===== config.mk =====
export PLATFORM = sky130hd
export DESIGN_NAME = temp_supervisor
export DESIGN_NICKNAME = d
export VERILOG_FILES = /design/src/rtl/tsup_pkg.sv /design/src/rtl/tsup_window.sv /design/src/rtl/tsup_agree.sv /design/src/rtl/temp_supervisor.sv
export SDC_FILE = /design/constraint.sdc
export NUM_CORES = 1
export LEC_CHECK = 0
export CAP_MARGIN = 30
export CORE_MARGIN = 5
export CORE_UTILIZATION = 57
export DETAILED_ROUTE_END_ITERATION = 6
export DONT_BUFFER_PORTS = 1
export PLACE_DENSITY = 0.71
export SLEW_MARGIN = 20
export SYNTH_ARGS = -nofsm -noshare
export SYNTH_HDL_FRONTEND = slang
export SYNTH_SLANG_ARGS = --single-unit

===== constraint.sdc =====
create_clock -name clk -period 3.4 [get_ports clk]
set_input_delay 0.34 -clock clk [delete_from_list [all_inputs] [get_ports clk]]
set_output_delay 0.34 -clock clk [all_outputs]
set_load 0.005 [all_outputs]

===== src/rtl/tsup_pkg.sv =====
package tsup_pkg;
  typedef enum logic [1:0] {
    CLS_MID  = 2'd0,
    CLS_HOT  = 2'd1,
    CLS_COOL = 2'd2
  } tsup_cls_e;
endpackage


===== src/rtl/tsup_window.sv =====
// Per-channel window pacing: counts time-base strobes while enabled and
// flags each reading point and the final reading of a window.
module tsup_window #(
  parameter int SPACING = 2,
  parameter int NSMP    = 3
) (
  input  logic clk,
  input  logic rst,
  input  logic en,
  input  logic tick,
  output logic take,
  output logic last
);
  localparam int CW = (SPACING > 1) ? $clog2(SPACING) : 1;
  localparam int IW = (NSMP > 1) ? $clog2(NSMP) : 1;

  logic [CW-1:0] cnt;
  logic [IW-1:0] idx;
  logic          at_pt;

  assign at_pt = (cnt == CW'(SPACING - 1));
  assign take  = en && tick && at_pt;
  assign last  = take && (idx == IW'(NSMP - 1));

  always_ff @(posedge clk) begin
    if (rst || !en) begin
      cnt <= '0;
      idx <= '0;
    end else if (tick) begin
      if (at_pt) begin
        cnt <= '0;
        idx <= (idx == IW'(NSMP - 1)) ? '0 : idx + 1'b1;
      end else begin
        cnt <= cnt + 1'b1;
      end
    end
  end
endmodule


===== src/rtl/tsup_agree.sv =====
// Keeps the earlier readings of a window and reports whether the final
// reading matches all of them.
module tsup_agree
  import tsup_pkg::*;
#(
  parameter int NSMP = 3
) (
  input  logic      clk,
  input  logic      rst,
  input  logic      en,
  input  logic      take,
  input  logic      last,
  input  tsup_cls_e cur,
  output logic      unanimous
);
  localparam int HD = (NSMP > 1) ? NSMP - 1 : 1;

  tsup_cls_e hist [HD];

  always_ff @(posedge clk) begin
    if (rst || !en) begin
      for (int i = 0; i < HD; i++) hist[i] <= CLS_MID;
    end else if (take && !last) begin
      hist[0] <= cur;
      for (int i = 1; i < HD; i++) hist[i] <= hist[i-1];
    end
  end

  always_comb begin
    unanimous = 1'b1;
    if (NSMP > 1) begin
      for (int i = 0; i < HD; i++)
        if (hist[i] != cur) unanimous = 1'b0;
    end
  end
endmodule


===== src/rtl/temp_supervisor.sv =====
module temp_supervisor
  import tsup_pkg::*;
#(
  parameter int WINDOW_TICKS = 128,
  parameter int NUM_SAMPLES  = 3
) (
  input  logic clk,
  input  logic rst,
  input  logic tick,
  input  logic bat_lo_trip,
  input  logic bat_hi_trip,
  input  logic dev_hot,
  input  logic fast_chg,
  input  logic trickle_chg,
  input  logic active_mode,
  input  logic ovt_clr,
  output logic chg_en,
  output logic dev_ovt,
  output logic dev_irq
);
  localparam int SPACING = (WINDOW_TICKS / NUM_SAMPLES > 0) ? WINDOW_TICKS / NUM_SAMPLES : 1;
  localparam int NCH     = 2;
  localparam int CH_BAT  = 0;
  localparam int CH_DEV  = 1;

  logic [NCH-1:0] ch_en, ch_take, ch_last, ch_unan;
  tsup_cls_e      ch_cls [NCH];

  // battery: hot has priority over cool
  always_comb begin
    if (bat_lo_trip)      ch_cls[CH_BAT] = CLS_HOT;
    else if (bat_hi_trip) ch_cls[CH_BAT] = CLS_COOL;
    else                  ch_cls[CH_BAT] = CLS_MID;
    ch_cls[CH_DEV] = dev_hot ? CLS_HOT : CLS_COOL;
  end

  assign ch_en[CH_BAT] = fast_chg | trickle_chg;
  assign ch_en[CH_DEV] = active_mode;

  for (genvar g = 0; g < NCH; g++) begin : gen_ch
    tsup_window #(.SPACING(SPACING), .NSMP(NUM_SAMPLES)) u_win (
      .clk  (clk),
      .rst  (rst),
      .en   (ch_en[g]),
      .tick (tick),
      .take (ch_take[g]),
      .last (ch_last[g])
    );
    tsup_agree #(.NSMP(NUM_SAMPLES)) u_agr (
      .clk       (clk),
      .rst       (rst),
      .en        (ch_en[g]),
      .take      (ch_take[g]),
      .last      (ch_last[g]),
      .cur       (ch_cls[g]),
      .unanimous (ch_unan[g])
    );
  end

  logic bat_ok, dev_set;
  assign bat_ok  = ch_last[CH_BAT] && ch_unan[CH_BAT];
  assign dev_set = ch_last[CH_DEV] && ch_unan[CH_DEV] && (ch_cls[CH_DEV] == CLS_HOT);

  always_ff @(posedge clk) begin
    if (rst) begin
      chg_en  <= 1'b1;
      dev_ovt <= 1'b0;
      dev_irq <= 1'b0;
    end else begin
      if (bat_ok) begin
        if (ch_cls[CH_BAT] == CLS_HOT)       chg_en <= 1'b0;
        else if (ch_cls[CH_BAT] == CLS_COOL) chg_en <= 1'b1;
      end
      dev_irq <= dev_set && !dev_ovt;
      if (dev_set)      dev_ovt <= 1'b1;
      else if (ovt_clr) dev_ovt <= 1'b0;
    end
  end
endmodule


**Word level (Yosys, flattened, before mapping)**

Memory sizes are Yosys's and may differ from the RTL's.
Cells that the tools add are included.

- $add $sub $neg: 4
- Equality and inequality tests: 11
- Mux-type cells: 29
- Bitwise logic cells: 5
- Reduce and logical (&&, ||, !) cells: 24

Operator list:

| cell | count |
|---|---|
| $mux W1 | 18 |
| $mux W2 | 9 |
| $add A6 B1 Y6 const B | 2 |
| $eq A6 B6 Y1 const B | 2 |
| $logic_and A1 B1 Y1 | 12 |
| $mux W6 | 2 |
| $ne A2 B2 Y1 | 4 |
| $eq A2 B2 Y1 const B | 3 |
| $reduce_and A2 Y1 | 3 |
| $logic_not A1 Y1 | 5 |
| $or A1 B1 Y1 | 5 |
| $add A2 B1 Y2 const B | 2 |
| $eq A2 B1 Y1 const B | 2 |
| $reduce_bool A2 Y1 | 2 |
| $logic_or A1 B1 Y1 | 2 |

- Bits in registers: 19
- Bits in writable memories: 8
- Input bits: 10
- Output and inout bits: 3
- Memories kept: 2

Memory list:

| memory | words | bits a word | rd ports | clocked after memory_dff | wr ports | line | RTL |
|---|---|---|---|---|---|---|---|
| gen_ch[0].u_agr.hist | 2 | 2 | 2 | 0 | 2 | tsup_agree.sv:18 | `tsup_cls_e hist [HD];` |
| gen_ch[1].u_agr.hist | 2 | 2 | 2 | 0 | 2 | tsup_agree.sv:18 |  |

**Longest topological paths before layout**

- Word-level depth: 10
- Mapped depth: 5
- Mapped depth without buffers: 5

**By module**

A second synthesis with hierarchy kept.

- Cells, all modules: 129
- Area, all modules: 1,338.8 sq um

Modules (own cells, without submodules):

| module | instances | cells each | area an instance (sq um) | sequential area each (sq um) |
|---|---|---|---|---|
| tsup_window | 2 | 42 | 407.9 | 160.2 |
| tsup_agree | 2 | 16 | 202.7 | 120.1 |
| temp_supervisor | 1 | 13 | 117.6 | 60.1 |

**Worst setup path before layout**

Ideal clock, no wire load.

- Path kind: register to register
- Start point: register gen_ch[0].u_win.cnt[2]
- End point: memory gen_ch[0].u_agr.hist[0][0] in the netlist's numbering, enable pin
- Library setup time: 373 ps
- Data arrival time: 1,224 ps
- Slack: 1,803 ps
- Stages on the path, launching flop included: 4
- Path buffers: 0
- Clock period less this slack: 1,597 ps
- Cells stage by stage: dfxtp_1 > and4bb_2 > nand3_4 > o31ai_1

RTL lines:

| element | line | RTL |
|---|---|---|
| start: declaration | tsup_window.sv:17 | `logic [CW-1:0] cnt;` |
| start signal: assignment | tsup_window.sv:34 | `cnt <= cnt + 1'b1;` |
| end: declaration | tsup_agree.sv:18 |  |

==> results.tsv <==
stage	metric	value	unit
critical_path	reg2reg_depth	3	
clock_network	cts_resized	0	
detailed_routing	vias	893	
critical_path	crit_required	3.37	ns
logic_synthesis	synth_most_common_cell	dfxtp_1	
cells_and_area	layout-drive-gt1-share	6.87	%
timing	worst_clock_skew	0.0138	ns
grt	grt_pass1_vias	860	
worst_hold_path	hold_path_class	in -> reg	
logic_synthesis	synth-seq-cells	27	
logic_synthesis	synth_fp_nets	143	
power_and_ir_drop	cellPowerDensity	385	mW/mm²
placement	place.detailed.hpwl	1510	µm
cells_and_area	synthToLayoutAreaGrowth	4.48	%
timing	max-slew-margin-rel	60.4	%
logic_synthesis	synth_edf_count	8	
clock_network	h-tree-depth	1	
clock_network	clkSlewWorstSetupHoldPaths	0.15	ns
logic_synthesis	yosys-top-cells-count	dfxtp_1, nor2_1, nand2_1	
logic_synthesis	synth-compound-area-share	7.56	%
clock_network	post-cts-setup-buffers	0	
timing	setup_viol	0	
logic_synthesis	synth_xor_area_share	5.57	%
clock_network	insertion_delay	0.33	ns
die	fp.dieH	57.0	µm
cells_and_area	ff_latch_area	621	µm²
clock_network	cts_tree	done	
die	fp.dieW	57.0	µm
die	die_area	0.00325	mm²
logic_synthesis	yosysSeqAreaShare	49.4	%
timing	finalWorstSetupSlack	1.67	ns
clock_network	numCtsBuffers	3	
clock_network	ctsHoldBuffers	0	
power_and_ir_drop	p_leak	0.455	nW
cells_and_area	layout.nets	146	
logic_synthesis	muxShareOfSynthArea	1.59	%
cells_and_area	diodes	0	
detailed_routing	firstDrtPassIters	4	
grt	grt_pass1_wl	3440	µm
cells_and_area	multiInputGateArea	621	µm²
die	initial_utilization	58.5	%
timing	fmax	0.578	GHz
critical_path	critPathMaxStageDelay	0.55	ns
timing	timing.final.crit_share	50.9	%
logic_synthesis	synth_cell_type_count	35	
timing	hold_violations	0	
run	maxCapViolCount	0	
timing	setup_tns	0	ns
detailed_routing	wl	1950	µm
logic_synthesis	synth_top_family_by_area	simple AND/OR/NAND/NOR gates	
power_and_ir_drop	ir_drop	0.192	mV
critical_path	r2r_start	gen_ch[0].u_win.cnt[2]	
critical_path	crit_fanout	8	
die	fp-row-count	17	
logic_synthesis	synth.cell_area	0.00126	mm²
die	pin_count	13	
clock_network	cts_buffer_depth	2	
logic_synthesis	synthFlopType	dfxtp_1	
timing	rsz0062_at_grt	no	
critical_path	r2r_end	gen_ch[0].u_agr.hist[0][2]	
critical_path	worst-r2r-setup-slack	1.67	ns
critical_path	path_class	reg -> reg	
detailed_routing	antenna_left	0	
logic_synthesis	yosysTopAreaCell	dfxtp_1	
clock_network	cts_root_buf	clkbuf_4	
critical_path	startpoint	gen_ch[0].u_win.cnt[2]	
cells_and_area	num-fill-cells	189	
logic_synthesis	synth_top_cell_area_share	30.2	%
critical_path	setup.worst_path.end	gen_ch[0].u_agr.hist[0][2]	
logic_synthesis	synthSimpleGateAreaFrac	30.6	%
placement	pre_cts_ws	1.66	ns
critical_path	worstSetupEndpointType	flop	
critical_path	crit_slowest_cell	o31ai_1	
grt	grt_max_degree	17	
logic_synthesis	synthTopCellsByArea	dfxtp_1, edfxtp_1, nor2_1	
grt	grt_overflow_total	0	
critical_path	cp.arrival	1.70	ns
logic_synthesis	ys_warn_count	0	
placement	gp_congestion	0.756	
run_status	status	complete, no violations	
logic_synthesis	synth-adder-area-share	3.98	%
timing	worstMarginPinSlew	0.589	ns
die	core_area	0.00215	mm²
detailed_routing	wl_per_cell	12.2	µm
placement	numPortBuffers	0	
detailed_routing	drc	0	
detailed_routing	viasPerCell	5.62	
logic_synthesis	async_reset_ff_share	0	%
critical_path	start_kind	flop	
critical_path	path_cells	and4bb_2 > nand3_4 > o31ai_1	
grt	grt_usage	13.1	%
detailed_routing	drt_iter0_markers	8	
clock_network	cts_sinks	27	
timing	period_needed	1.73	ns
grt	antenna_found_initial	0	
timing	drv_slew	0	
logic_synthesis	syn_inst	129	
logic_synthesis	syn_area_per_cell	9.75	µm²
==> layer usage <==
layer	vias up	wire length, µm	GRT usage, %
met3	4	90	2.49
met5	-	0	0
li1	466	-	-
met2	15	863	22.0
met4	0	33	5.96
met1	408	958	16.3
==> how the worst min path moves through the flow <==
stage | start | to | slack [ns] | cells after the start
after floorplan | rst | dev_ovt | 0.41 | 1
after global placement | rst | dev_ovt | 0.41 | 1
after detailed placement | rst | dev_ovt | 0.42 | 1
after CTS | rst | dev_irq | 0.05 | 1
after global routing | rst | dev_irq | 0.04 | 1
final | rst | dev_irq | 0.06 | 1
==> through the flow <==
| step | hold slack [ns] | std cells | power (mW) | instance area, µm² | util, % |
|---|---|---|---|---|---|
| 2_1_floorplan | 0.409 | 129 | 0.371 | 1260 | - |
| 3_3_place_gp | 0.410 | 155 | 0.373 | 1280 | 59.8 |
| 3_5_place_dp | 0.418 | 155 | 0.375 | 1280 | 59.8 |
| 4_1_cts | 0.0531 | 159 | 0.512 | 1310 | 61.2 |
| 5_1_grt | 0.0385 | 159 | 0.531 | 1310 | 61.2 |
| 6_report | 0.0605 | 159 | 0.506 | 1310 | 61.2 |
==> cells by family (layout without fill, tap and decap cells) <==
group,count (synthesis),count (layout)
AO/OA/AOI/OAI,16,16
AND/OR/NAND/NOR,68,68
buffers and inverters,4,6
XOR/XNOR,8,8
flip-flops,27,27
multiplexers,2,2
adder cells (fa/ha/maj),4,4
==> layout by cell type (no fill, tap or decap), drive strengths merged, types with 3 or more instances in the layout <==
master	instances
o21ai	3
and2	6
nor2b	3
nor3	4
and3	3
nor2	16
or3	3
nand2	13
dfxtp	19
clkbuf	3
a21oi	9
xnor2	3
nand3	4
xor2	5
edfxtp	8
ha	4
nand4	5
==> registers in the layout, summed over array words and instances, names as in the netlist <==
name,flops
gen_ch.u_win.cnt,12
gen_ch.u_agr.hist,8
gen_ch.u_win.idx,4
dev_irq,1
chg_en,1
dev_ovt,1
==> area by class of cell <==
type | instances | area share, %
Clock buffer | 3 | 1.71
Clock inverter | 1 | 0.571
Inverter | 2 | 0.571
Multi-Input combinational cell | 98 | 47.2
Sequential cell | 27 | 47.2
Tap cell | 28 | 2.67
==> critical path: cells and delay by family, from the launching register on <==
kind | cells | cell delay (ns)
AO/OA/AOI/OAI | 1 | 0.55
AND/OR/NAND/NOR | 2 | 0.47
flip-flops | 1 | 0.36
==> report_power, final <==
group,switching [mW],internal [mW],leakage [nW]
combinational,0.0129,0.00965,0.203
sequential,0.00604,0.339,0.238
clock,0.0936,0.0450,0.0139
total,0.113,0.394,0.455
(Power assumes the default switching activity.)
